--- src/rtl/vcm_pkg.sv ---
package vcm_pkg;
  localparam int OPW    = 8;          // operand width
  localparam int PRW    = 2 * OPW;    // product width, also the column count
  localparam int C72_IN = 7;          // column bits taken by the 7:2 cell
  localparam int SYNC_N = 2;          // reset release synchronizer depth

  typedef logic [PRW-1:0] row_t;
  typedef logic [PRW-1:0][OPW-1:0] colset_t;
endpackage

--- src/rtl/vcm_fa.sv ---
module vcm_fa (
  input  logic a_i,
  input  logic b_i,
  input  logic c_i,
  output logic s_o,
  output logic co_o
);
  assign s_o  = a_i ^ b_i ^ c_i;
  assign co_o = (a_i & b_i) | (c_i & (a_i ^ b_i));
endmodule

--- src/rtl/vcm_cmp42.sv ---
// Four bits plus a lateral carry-in become a sum and two weight-2 outputs.
// The lateral carry-out does not depend on ci_i, so carries do not ripple.
module vcm_cmp42 (
  input  logic [3:0] x_i,
  input  logic       ci_i,
  output logic       s_o,
  output logic       cy_o,
  output logic       co_o
);
  logic t0;

  vcm_fa u_fa0 (.a_i(x_i[0]), .b_i(x_i[1]), .c_i(x_i[2]), .s_o(t0),  .co_o(co_o));
  vcm_fa u_fa1 (.a_i(t0),     .b_i(x_i[3]), .c_i(ci_i),   .s_o(s_o), .co_o(cy_o));
endmodule

--- src/rtl/vcm_cmp72.sv ---
// Seven bits plus four lateral carry-ins become a sum, one carry and four
// lateral carry-outs.
// co_o[2:0] use only x_i. co_o[3] uses ci_i[1:0], and those come from the
// cin-free outputs of the column below, so no carry chain forms.
module vcm_cmp72 (
  input  logic [6:0] x_i,
  input  logic [3:0] ci_i,
  output logic       s_o,
  output logic       cy_o,
  output logic [3:0] co_o
);
  logic t0, t1, t2, t3;

  vcm_fa u_fa0 (.a_i(x_i[0]), .b_i(x_i[1]),  .c_i(x_i[2]),  .s_o(t0),  .co_o(co_o[0]));
  vcm_fa u_fa1 (.a_i(x_i[3]), .b_i(x_i[4]),  .c_i(x_i[5]),  .s_o(t1),  .co_o(co_o[1]));
  vcm_fa u_fa2 (.a_i(t0),     .b_i(t1),      .c_i(x_i[6]),  .s_o(t2),  .co_o(co_o[2]));
  vcm_fa u_fa3 (.a_i(t2),     .b_i(ci_i[0]), .c_i(ci_i[1]), .s_o(t3),  .co_o(co_o[3]));
  vcm_fa u_fa4 (.a_i(t3),     .b_i(ci_i[2]), .c_i(ci_i[3]), .s_o(s_o), .co_o(cy_o));
endmodule

--- src/rtl/vcm_ppgen.sv ---
// Places each AND term a[i]&b[j] in column i+j, in slot j of that column.
module vcm_ppgen
  import vcm_pkg::*;
(
  input  logic [OPW-1:0] a_i,
  input  logic [OPW-1:0] b_i,
  output colset_t        col_o
);
  for (genvar k = 0; k < PRW; k++) begin : g_col
    for (genvar j = 0; j < OPW; j++) begin : g_slot
      if ((k - j >= 0) && (k - j < OPW)) begin : g_and
        assign col_o[k][j] = a_i[k-j] & b_i[j];
      end else begin : g_nil
        assign col_o[k][j] = 1'b0;
      end
    end
  end
endmodule

--- src/rtl/vcm_reduce.sv ---
// Each column: one 7:2 cell takes slots 0..6. One 4:2 cell then merges
// the 7:2 sum, the 7:2 carry from the column below, and slot 7.
module vcm_reduce
  import vcm_pkg::*;
(
  input  colset_t col_i,
  output row_t    row_s_o,
  output row_t    row_c_o,
  output logic    spill_o
);
  row_t s72, c72, s42, cy42, co42;
  logic [PRW-1:0][3:0] co72;

  for (genvar k = 0; k < PRW; k++) begin : g_col
    logic [3:0] ci72;
    logic       c_below;
    logic       ci42;

    if (k == 0) begin : g_base
      assign ci72    = '0;
      assign c_below = 1'b0;
      assign ci42    = 1'b0;
    end else begin : g_link
      assign ci72    = co72[k-1];
      assign c_below = c72[k-1];
      assign ci42    = co42[k-1];
    end

    vcm_cmp72 u_c72 (
      .x_i  (col_i[k][C72_IN-1:0]),
      .ci_i (ci72),
      .s_o  (s72[k]),
      .cy_o (c72[k]),
      .co_o (co72[k])
    );

    vcm_cmp42 u_c42 (
      .x_i  ({1'b0, col_i[k][OPW-1], c_below, s72[k]}),
      .ci_i (ci42),
      .s_o  (s42[k]),
      .cy_o (cy42[k]),
      .co_o (co42[k])
    );
  end

  assign row_s_o = s42;
  assign row_c_o = {cy42[PRW-2:0], 1'b0};
  // Anything leaving column PRW-1 would weigh 2^PRW.
  assign spill_o = c72[PRW-1] | (|co72[PRW-1]) | cy42[PRW-1] | co42[PRW-1];
endmodule

--- src/rtl/vcm_cpa.sv ---
module vcm_cpa
  import vcm_pkg::*;
(
  input  row_t x_i,
  input  row_t y_i,
  output row_t sum_o
);
  logic [PRW-1:0] cr;

  assign cr[0] = 1'b0;
  for (genvar k = 0; k < PRW - 1; k++) begin : g_bit
    vcm_fa u_fa (
      .a_i  (x_i[k]),
      .b_i  (y_i[k]),
      .c_i  (cr[k]),
      .s_o  (sum_o[k]),
      .co_o (cr[k+1])
    );
  end
  assign sum_o[PRW-1] = x_i[PRW-1] ^ y_i[PRW-1] ^ cr[PRW-1];
endmodule

--- src/rtl/vcm_mult8.sv ---
module vcm_mult8
  import vcm_pkg::*;
#(
  parameter bit OUT_REG = 1'b1
) (
  input  logic           clk,
  input  logic           rst_n,
  input  logic           ce,
  input  logic [OPW-1:0] op_a,
  input  logic [OPW-1:0] op_b,
  output logic [PRW-1:0] prod
);
  colset_t cols;
  row_t    row_s, row_c, sum_w;
  logic    spill;
  logic [SYNC_N-1:0] rst_pipe;
  logic    rst_sync_n;

  vcm_ppgen  u_pp  (.a_i(op_a), .b_i(op_b), .col_o(cols));
  vcm_reduce u_red (.col_i(cols), .row_s_o(row_s), .row_c_o(row_c), .spill_o(spill));
  vcm_cpa    u_cpa (.x_i(row_s), .y_i(row_c), .sum_o(sum_w));

  always_ff @(posedge clk or negedge rst_n) begin
    if (!rst_n) rst_pipe <= '0;
    else        rst_pipe <= {rst_pipe[SYNC_N-2:0], 1'b1};
  end
  assign rst_sync_n = rst_pipe[SYNC_N-1];

  if (OUT_REG) begin : g_reg
    row_t prod_d, prod_q;

    always_comb begin
      prod_d = prod_q;
      if (ce) prod_d = sum_w;
    end

    always_ff @(posedge clk or negedge rst_sync_n) begin
      if (!rst_sync_n) prod_q <= '0;
      else             prod_q <= prod_d;
    end

    assign prod = prod_q;
  end else begin : g_comb
    assign prod = sum_w;
  end
endmodule

--- config.mk ---
export PLATFORM = sky130hd
export DESIGN_NAME = vcm_mult8
export DESIGN_NICKNAME = d
export VERILOG_FILES = /design/src/rtl/vcm_pkg.sv /design/src/rtl/vcm_fa.sv /design/src/rtl/vcm_cmp42.sv /design/src/rtl/vcm_cmp72.sv /design/src/rtl/vcm_ppgen.sv /design/src/rtl/vcm_reduce.sv /design/src/rtl/vcm_cpa.sv /design/src/rtl/vcm_mult8.sv
export SDC_FILE = /design/constraint.sdc
export NUM_CORES = 1
export LEC_CHECK = 0
export CAP_MARGIN = 20
export CORE_MARGIN = 3
export CORE_UTILIZATION = 42
export DETAILED_ROUTE_END_ITERATION = 6
export GPL_TIMING_DRIVEN = 0
export PLACE_DENSITY = 0.74
export SLEW_MARGIN = 15
export SYNTH_ARGS = -nofsm -noshare
export SYNTH_HDL_FRONTEND = slang
export SYNTH_SLANG_ARGS = --single-unit
export TNS_END_PERCENT = 20
--- constraint.sdc ---
create_clock -name clk -period 0.8 [get_ports clk]
set_clock_uncertainty 0.05 [all_clocks]
set_input_delay 0.16 -clock clk [delete_from_list [all_inputs] [get_ports clk]]
set_output_delay 0.16 -clock clk [all_outputs]
set_load 0.05 [all_outputs]
==> After elaboration in Yosys (flattened, before gate mapping) <==
Index checks and enable logic that the tools add are counted.
{ "totals": {"register_bits": 18, "latchBits": 0, "ramBits": 0, "mem_bits_ro": 0, "word_cells": 362, "mem_count": 0} }
{ "classes": {"addsub": 0, "multipliers": 0, "div_mod_pow": 0, "order_cmp": 0, "n_eq_ne": 0, "shift": 0, "mux": 0, "bitwise": 360, "n_reduce_logical": 0} }
{ "ops": {"columns": ["cell", "n"], "rows": [
  ["$and 1x1->1", 188],
  ["$xor 1x1->1", 126],
  ["$or 1x1->1", 46]
]} }

==> Depth between registers and ports, before layout <==
Gate-level depths: netlist of the first run.
{ "logic_depth": {"word_depth": 31, "depth_mapped": 23, "ltp_nobuf": 23} }

==> Hierarchy <==
A second synthesis of the first run with hierarchy kept.
{ "unflattened": {"cells_unflattened": 315, "area_unflattened_um2": 4296.6} }
{ "by_module_without_submodules": {"columns": ["mod", "n_inst", "cells_per_inst", "area_per_inst_um2", "seq_area_each_um2"], "rows": [
  ["vcm_fa", 127, 1, 20.0, 0.0],
  ["vcm_ppgen", 1, 129, 884.6, 0.0],
  ["vcm_mult8", 1, 37, 703.2, 450.4],
  ["vcm_reduce", 1, 20, 138.9, 0.0],
  ["vcm_cpa", 1, 2, 27.5, 0.0]
]} }

==> Worst setup path after synthesis of the first run <==
OpenSTA, ideal clock, no wires.
{ "synth_path": {"kind": "input -> register", "from": "input op_b[3]", "to": "register g_reg.prod_q[15], in the netlist prod[15]", "setup_time_ns": 0.123, "arrival_time_ns": 6.547, "setup_slack_ns": -5.919, "cell_stages": 22, "path_buffers": 0, "cell_sequence": "and2_1 > fa_1 > inv_1 > fa_1 > fa_1 > inv_1 > fa_1 > fa_1 > ha_1 > inv_1 > fa_1 > fa_1 > fa_1 > fa_1 > fa_1 > inv_1 > fa_1 > inv_1 > fa_1 > fa_1 > xnor2_1 > a21oi_1"} }
{ "synth_via": {"elab_chain_len": 31, "word_cells_on_any_way": 239, "classes_between": "bitwise (239)"} }
{ "synth_rtl": {"columns": ["element", "line", "text"], "rows": [
  ["start, declared", "vcm_mult8.sv:10", "input logic [OPW-1:0] op_b,"],
  ["$and 1x1->1", "vcm_ppgen.sv:12", "assign col_o[k][j] = a_i[k-j] & b_i[j];"],
  ["$xor 1x1->1", "vcm_fa.sv:8, vcm_fa.sv:9", null],
  ["$xor 1x1->1", "vcm_fa.sv:8", "assign s_o = a_i ^ b_i ^ c_i;"],
  ["$xor 1x1->1", "vcm_fa.sv:8, vcm_fa.sv:9", null],
  ["$xor 1x1->1", "vcm_fa.sv:8", null],
  ["$xor 1x1->1", "vcm_fa.sv:8, vcm_fa.sv:9", null],
  ["$xor 1x1->1", "vcm_fa.sv:8", null],
  ["$xor 1x1->1", "vcm_fa.sv:8, vcm_fa.sv:9", null],
  ["[... 15 more ...]", null, null],
  ["$or 1x1->1", "vcm_fa.sv:9", "assign co_o = (a_i & b_i) | (c_i & (a_i ^ b_i));"],
  ["$and 1x1->1", "vcm_fa.sv:9", null],
  ["$or 1x1->1", "vcm_fa.sv:9", null],
  ["$and 1x1->1", "vcm_fa.sv:9", null],
  ["$or 1x1->1", "vcm_fa.sv:9", null],
  ["$and 1x1->1", "vcm_fa.sv:9", null],
  ["$or 1x1->1", "vcm_fa.sv:9", null],
  ["$xor 1x1->1 *", "vcm_cpa.sv:20", "assign sum_o[PRW-1] = x_i[PRW-1] ^ y_i[PRW-1] ^ cr[PRW-1];"],
  ["end signal, assigned", "vcm_mult8.sv:39", "else prod_q <= prod_d;"],
  ["end, declared", "vcm_mult8.sv:30", "row_t prod_d, prod_q;"]
]} }
Mark *: on every way between the ends. The rest lies on a longest branch, timed or not.
A chain may end at the register's enable or synchronous reset.

==> Final worst setup path of the first run <==
{ "layout_path": {"from": "input op_a[3]", "to": "register g_reg.prod_q[14], in the netlist prod[14]"} }
{ "layout_via": {"elab_chain_len": 29, "word_cells_on_any_way": 198, "classes_between": "bitwise (198)"} }
{ "layout_rtl": {"columns": ["element", "line", "text"], "rows": [
  ["start, declared", "vcm_mult8.sv:9", "input logic [OPW-1:0] op_a,"],
  ["$and 1x1->1", "vcm_ppgen.sv:12", null],
  ["$xor 1x1->1", "vcm_fa.sv:8, vcm_fa.sv:9", null],
  ["$xor 1x1->1", "vcm_fa.sv:8", null],
  ["$xor 1x1->1", "vcm_fa.sv:8, vcm_fa.sv:9", null],
  ["$xor 1x1->1", "vcm_fa.sv:8", null],
  ["$xor 1x1->1", "vcm_fa.sv:8, vcm_fa.sv:9", null],
  ["$xor 1x1->1", "vcm_fa.sv:8", null],
  ["$xor 1x1->1", "vcm_fa.sv:8, vcm_fa.sv:9", null],
  ["[... 13 more ...]", null, null],
  ["$or 1x1->1", "vcm_fa.sv:9", null],
  ["$and 1x1->1", "vcm_fa.sv:9", null],
  ["$or 1x1->1", "vcm_fa.sv:9", null],
  ["$and 1x1->1", "vcm_fa.sv:9", null],
  ["$or 1x1->1", "vcm_fa.sv:9", null],
  ["$and 1x1->1", "vcm_fa.sv:9", null],
  ["$or 1x1->1 *", "vcm_fa.sv:9", null],
  ["$xor 1x1->1 *", "vcm_fa.sv:8", null]
]} }
Marked as above.

==> results.cfg, run 1 <==
[finish]
area_growth_pct = 26.6
diodes = 0
final_cells = 355
drive_gt1_share_pct = 30.0
fin_util_pct = 56.8
fillerInstances = 503
nNetsFinal = 381

[critical_path]
ff2ff_path_depth = 1
critPathLaunch = op_a[3]
r2r-start = prod[6]$_DFFE_PN0P_
critPathLaunchType = input port
path_class = in2reg
arrival_ns = 6.19
cp.required_ns = 0.88
critical_path.endpoint_type = flip-flop
worst-path-max-fanout = 4

[logic_synthesis]
syn_nets = 339
avgSynthCellArea_um2 = 10.5
ys_seq_area_share_pct = 17.7
ys_ff_latch = 18
syn_area_um2 = 2540
synthCells = 243
synth_cell_types = 17
yosysWarnings = 0

[clocking]
clk_pin_slew_ns = 0.06
cts_hold_buf = 0
htreeDepth = 1
clock-sinks = 18
clock_path_buffers = 2
insertion_delay_ns = 0.25
cts_tree = yes
numCtsBuffers = 3
root_buffer = clkbuf_8

[global_route]
grt_overflow = 0
grt_antenna_before_repair = 0
grt_pass1_vias = 1968
grt_pass1_wl_um = 8820
grt_max_degree = 17
grt.total_usage_pct = 15.3

[floorplan]
ios = 35
die_height_um = 83.8
dieArea_um2 = 7030
initial_core_util_pct = 44.8
fp.dieW_um = 83.8
core_um2 = 5680
rows = 27

[timing]
rsz0062_at_grt = true
slew_viol_final = 0
min_period_over_period_pct = 763
post-route-min-period_ns = 6.10
setup_slack_ns = -5.30
max_freq_mhz = 164
finalHoldViolCount = 0
finalSetupViolations = 31

[run]
drv_cap = 0

[status]
status = finished, violations left
violations = setup timing

[routing]
antenna_left = 0
vias_per_cell = 4.86
via_count = 1726
first_pass_iters = 4
drc = 0
wirelength_um = 4850
drt-initial-drc-count = 39
post_drt_wl_per_cell_um = 13.7

[pwr]
leakage_uw = 0.00156
ir_drop_v = 0.00202
p_per_area_nw_per_um2 = 2460
power.total_uw = 7940

[min_path]
hold_class = in2async

[place]
place_inst = 348
port_buffers = 33
gp_congestion = 0.758
hpwlAfterDp_um = 3960
-- cell families after synthesis --
logic type / after synthesis / synth area share, %
adder cells (fa/ha/maj): 77 / 51.7
XOR/XNOR: 1 / 0.344
other: 1 / 0.147
AO/OA/AOI/OAI: 9 / 1.77
buffers and inverters: 58 / 9.44
flip-flops: 18 / 17.7
AND/OR/NAND/NOR: 72 / 15.5
multiplexers: 7 / 3.39
-- timing repair --
item,CTS,global route
pin swaps,19,13
setup endpoints to repair,32,47
buffers inserted,2,2
gates resized for setup,171,37
-- state kept, by name, summed over array words and instances, names as in the netlist --
register and cells:
rst_pipe 2, prod 16
-- placed cells by master, fill, tap and decap left out, drive strengths merged, types with 3 or more instances in the layout --
cell           instances
nor2                   8
clkbuf                 6
nand2                 14
buf                   29
inv                   55
a21oi                  8
dfrtp                 18
mux2                   7
ha                    30
and2                  49
fa                    47
clkdlybuf4s15          5
clkdlybuf4s50          3
-- synthesized netlist by cell type (all sizes together) --
| library cell | instances | area, um2 |
|---|---|---|
| inv | 55 | 206 |
| and2 | 49 | 307 |
| fa | 47 | 941 |
| ha | 30 | 375 |
| dfrtp | 18 | 450 |
| nand2 | 14 | 52.6 |
| a21oi | 8 | 40.0 |
| nor2 | 8 | 30.0 |
| mux2 | 7 | 86.3 |
| buf | 3 | 33.8 |
| conb | 1 | 3.75 |
| nand3 | 1 | 5.00 |
| o21ai | 1 | 5.00 |
| xnor2 | 1 | 8.76 |
-- layout make-up --
| class | count | area, um2 | share of cell area [%] |
|---|---|---|---|
| Inverter | 55 | 206 | 6.41 |
| Sequential cell | 18 | 452 | 14.0 |
| Timing Repair Buffer | 37 | 389 | 12.1 |
| Multi-Input combinational cell | 167 | 2010 | 62.4 |
| Clock buffer | 3 | 41.3 | 1.28 |
| Buffer | 3 | 33.8 | 1.05 |
| Tap cell | 72 | 90.1 | 2.80 |
-- path summary, 6_finish.rpt --
path | to | slack (ns)
setup / recovery | prod[14]$_DFFE_PN0P_ | -5.30
hold / removal | rst_pipe[0]$_DFF_PN0_ | 0.02
setup reg to reg | prod[6]$_DFFE_PN0P_ | -0.04
hold reg to reg | prod[8]$_DFFE_PN0P_ | 0.12
max in group asynchronous | prod[2]$_DFFE_PN0P_ | 0.33
min in group clk | prod[5]$_DFFE_PN0P_ | 0.15
-- where the power goes --
part	leakage, uW	switching (uW)	total (uW)	internal (uW)
combinational	0.00133	3270	5840	2570
sequential	0.000209	250	1510	1260
clock	0.0000216	261	595	334
-- critical path: stages --
cell and delay (ns):
buf_8 0.10, and2_4 0.15, fa_1 0.53, inv_1 0.05, fa_1 0.52, inv_2 0.05, fa_2 0.54, fa_2 0.45
ha_4 0.23, ha_4 0.27, ha_4 0.12, inv_2 0.04, fa_2 0.38, fa_2 0.34, fa_2 0.34, fa_2 0.34
fa_2 0.34, inv_2 0.06, fa_2 0.18, inv_2 0.04, fa_2 0.35, fa_2 0.55, a21oi_2 0.06
-- stage by stage --
stage / instance area (um2) / setup TNS, ns / hold slack [ns] / setup slack (ns)
after global placement: 3030 / -68.37 / 0.228 / -6.15
after CTS: 3170 / -52.71 / 0.0166 / -5.38
final: 3220 / -51.08 / 0.0202 / -5.30
after detailed placement: 3030 / -68.95 / 0.227 / -6.22
after floorplan: 2610 / -48.62 / -0.186 / -5.40
after global routing: 3220 / -53.14 / 0.0172 / -5.47
-- per-layer routing --
metal  track usage [%]  wire, um  vias to the layer above
li1                  -         -                      803
met1              18.7      2010                      891
met2              29.4      2680                       30
met3              2.07       144                        2
met4              1.32        12                        0
met5                 0         0                        -
No activity file was read; power rests on OpenSTA's default activity.
==> run 2: changes to the inputs <==
Settings changed: ABC_AREA from default to 1, CORE_MARGIN 3 to default, GPL_TIMING_DRIVEN 0 to default, PLACE_DENSITY 0.74 to 0.73.
==> run 2 against run 1 <==
Against the previous run:
- the flow still finishes with violations (setup timing)
- fmax up 1.0%
- design area up 11%
- hold slack worse by 0.0037 ns
- routed wire length up 8.2%
- total power is 9.6% higher
- area after synthesis up 7.1%
- non-clock buffer count rose by 21
- highest routed layer unchanged
==> results.cfg, run 2 <==
[timing]
min_period_over_period_pct = 755
setup_slack_ns = -5.24
slew_viol_final = 0
post-route-min-period_ns = 6.04
rsz0062_at_grt = true
finalSetupViolations = 30
finalHoldViolCount = 0
max_freq_mhz = 166
tns_ns = -50.14

[pwr]
ir_drop_v = 0.00238
p_per_area_nw_per_um2 = 2440
leakage_uw = 0.00212

[global_route]
grt_overflow = 0
grt_max_degree = 24
grt_antenna_before_repair = 0
grt_pass1_wl_um = 9160
grt_pass1_vias = 2137
grt.total_usage_pct = 18.1

[critical_path]
cp_top_family = adder cells
max_stage_delay_ns = 0.53
slowest_stage = fa_2
r2r_slack_ns = 0.08
path_class = in2reg
r2r-start = prod[7]$_DFFE_PN0P_
crit_cells = 25
crit_top_cell = fa_2
cp.required_ns = 0.89
ff2ff_path_depth = 2
critPathLaunchType = input port
r2r-end = prod[7]$_DFFE_PN0P_
arrival_ns = 6.13
critPathBufInv = 8
worst-path-max-fanout = 3
critical_path.endpoint_type = flip-flop

[finish]
area_growth_pct = 30.7
fin_util_pct = 58.4
mostFrequentLayoutCells = inv_1 (95), nand2_1 (89), fa_1 (37), buf_4 (25), ha_1 (24)
nNetsFinal = 470
multiInputGateArea_um2 = 1870
diodes = 0
final_common_cell = inv_1
largest_reg_flops = 16
final_cell_area_um2 = 3560
drive_gt1_share_pct = 27.4
fillerInstances = 543
register_area_um2 = 450
final_cells = 447

[floorplan]
die_height_um = 82.6
dieArea_um2 = 6820
core_um2 = 6100
rows = 28
ios = 35
initial_core_util_pct = 44.7
fp.dieW_um = 82.6

[clocking]
clock-sinks = 18
cts_tree = yes
numCtsBuffers = 3
clock_path_buffers = 2
root_buffer = clkbuf_8
htreeDepth = 1
clk_pin_slew_ns = 0.06
insertion_delay_ns = 0.25

[routing]
antenna_left = 0
via_count = 2023
vias_per_cell = 4.53
wl_met3_um = 88
wl_met2_um = 2980
post_drt_wl_per_cell_um = 11.7
drt-met1-wl_um = 2140
drc = 0
first_pass_iters = 4
highest_layer = met4
drt-initial-drc-count = 60
wirelength_um = 5240

[logic_synthesis]
synth_cell_types = 12
yosys.area.top_type = fa_1
synthTopCellsByArea = fa_1 (35%), dfrtp_1 (17%), inv_1 (14%), ha_1 (14%), nand2_1 (13%)
ys_ff_latch = 18
synth_commonest_cells = inv_1 (105), nand2_1 (97), fa_1 (47)
ys_seq_area_share_pct = 16.5
yosysWarnings = 0
syn_nets = 423
yosysTopAreaCellShare_pct = 34.5
synth.most_common_cell = inv_1
synthCells = 327
postSynth.asyncResetShare_pct = 100
ys.flop_type = dfrtp_1
avgSynthCellArea_um2 = 8.34
syn_area_um2 = 2730
synth_edf_count = 0

[place]
port_buffers = 34
placed_area_um2 = 3440
place_inst = 440
gp_congestion = 0.804
hpwlAfterDp_um = 4690
dp_slack_ns = -6.09

[status]
violations = setup timing
status = finished, violations left

[run]
drv_cap = 0

[min_path]
hold_class = in2async
## run 2: cell types whose count changed after synthesis, moves of 2 or more
cell,previous run,this run
a21oi_1,8,0
and2_1,49,0
buf_2,0,16
inv_1,55,105
mux2_2,5,0
mux2_4,2,0
nand2_1,14,97
nor2_1,8,0
o21ai_2,0,7
## run 2: worst register-to-register path: cells and delay by family, from the launching register on
family	cells	cell delay, ns
AO/OA/AOI/OAI	1	0.06
AND/OR/NAND/NOR	1	0.10
flip-flops	1	0.41
## run 2: power by group
| group | switching (uW) | internal [uW] |
|---|---|---|
| combinational | 3410 | 3110 |
| clock | 281 | 334 |
| sequential | 338 | 1240 |
## run 2: logic make-up (layout without fill, tap and decap cells)
group                      after synthesis  after routing  share of synthesized area [%]
adders and majority gates               77             77                           48.3
buffers and inverters                  125            170                           19.1
and+or+nand+nor                         99             99                           13.7
AOI/OAI and AO/OA                        7              7                           2.25
DFF                                     18             18                           16.5
other                                    1              1                          0.138
## run 2: metrics by stage
step | hold slack (ns) | total power [uW]
after detailed placement | 0.141 | 8140
after global routing | 0.0292 | 9550
after floorplan | -0.186 | 5710
final | 0.0164 | 8710
after global placement | 0.127 | 7940
after CTS | 0.0172 | 8800
## run 2: what timing repair did
action	in CTS	in global routing
setup buffers	1	3
gates resized for setup	74	22
pin swaps	25	20
setup endpoints to repair	32	31
hold buffers	0	0
endpoints found under the hold margin	0	0
## run 2: layout make-up
type,count,area share (%)
tap,75,2.63
timing repair buffer,61,19.7
inverter,106,11.3
clock buffer,3,1.16
sequential,18,12.6
multi-input combinational,184,52.5
## run 2: per-layer routing
layer / vias to the layer above / global-route usage (%)
met5: - / 0
met4: 0 / 3.97
met3: 4 / 1.98
met2: 26 / 35.4
met1: 1006 / 21.1
li1: 987 / -
## run 2: worst max-delay path by stage
stage,endpoint,start,slack (ns)
6_report,prod[14]$_DFFE_PN0P_,op_b[2],-5.24
5_1_grt,prod[14]$_DFFE_PN0P_,op_b[2],-5.38
4_1_cts,prod[14]$_DFFE_PN0P_,op_b[4],-5.31
3_5_place_dp,prod[14]$_DFFE_PN0P_,op_b[4],-6.09
3_3_place_gp,prod[14]$_DFFE_PN0P_,op_b[4],-5.98
2_1_floorplan,prod[14]$_DFFE_PN0P_,op_a[2],-5.46
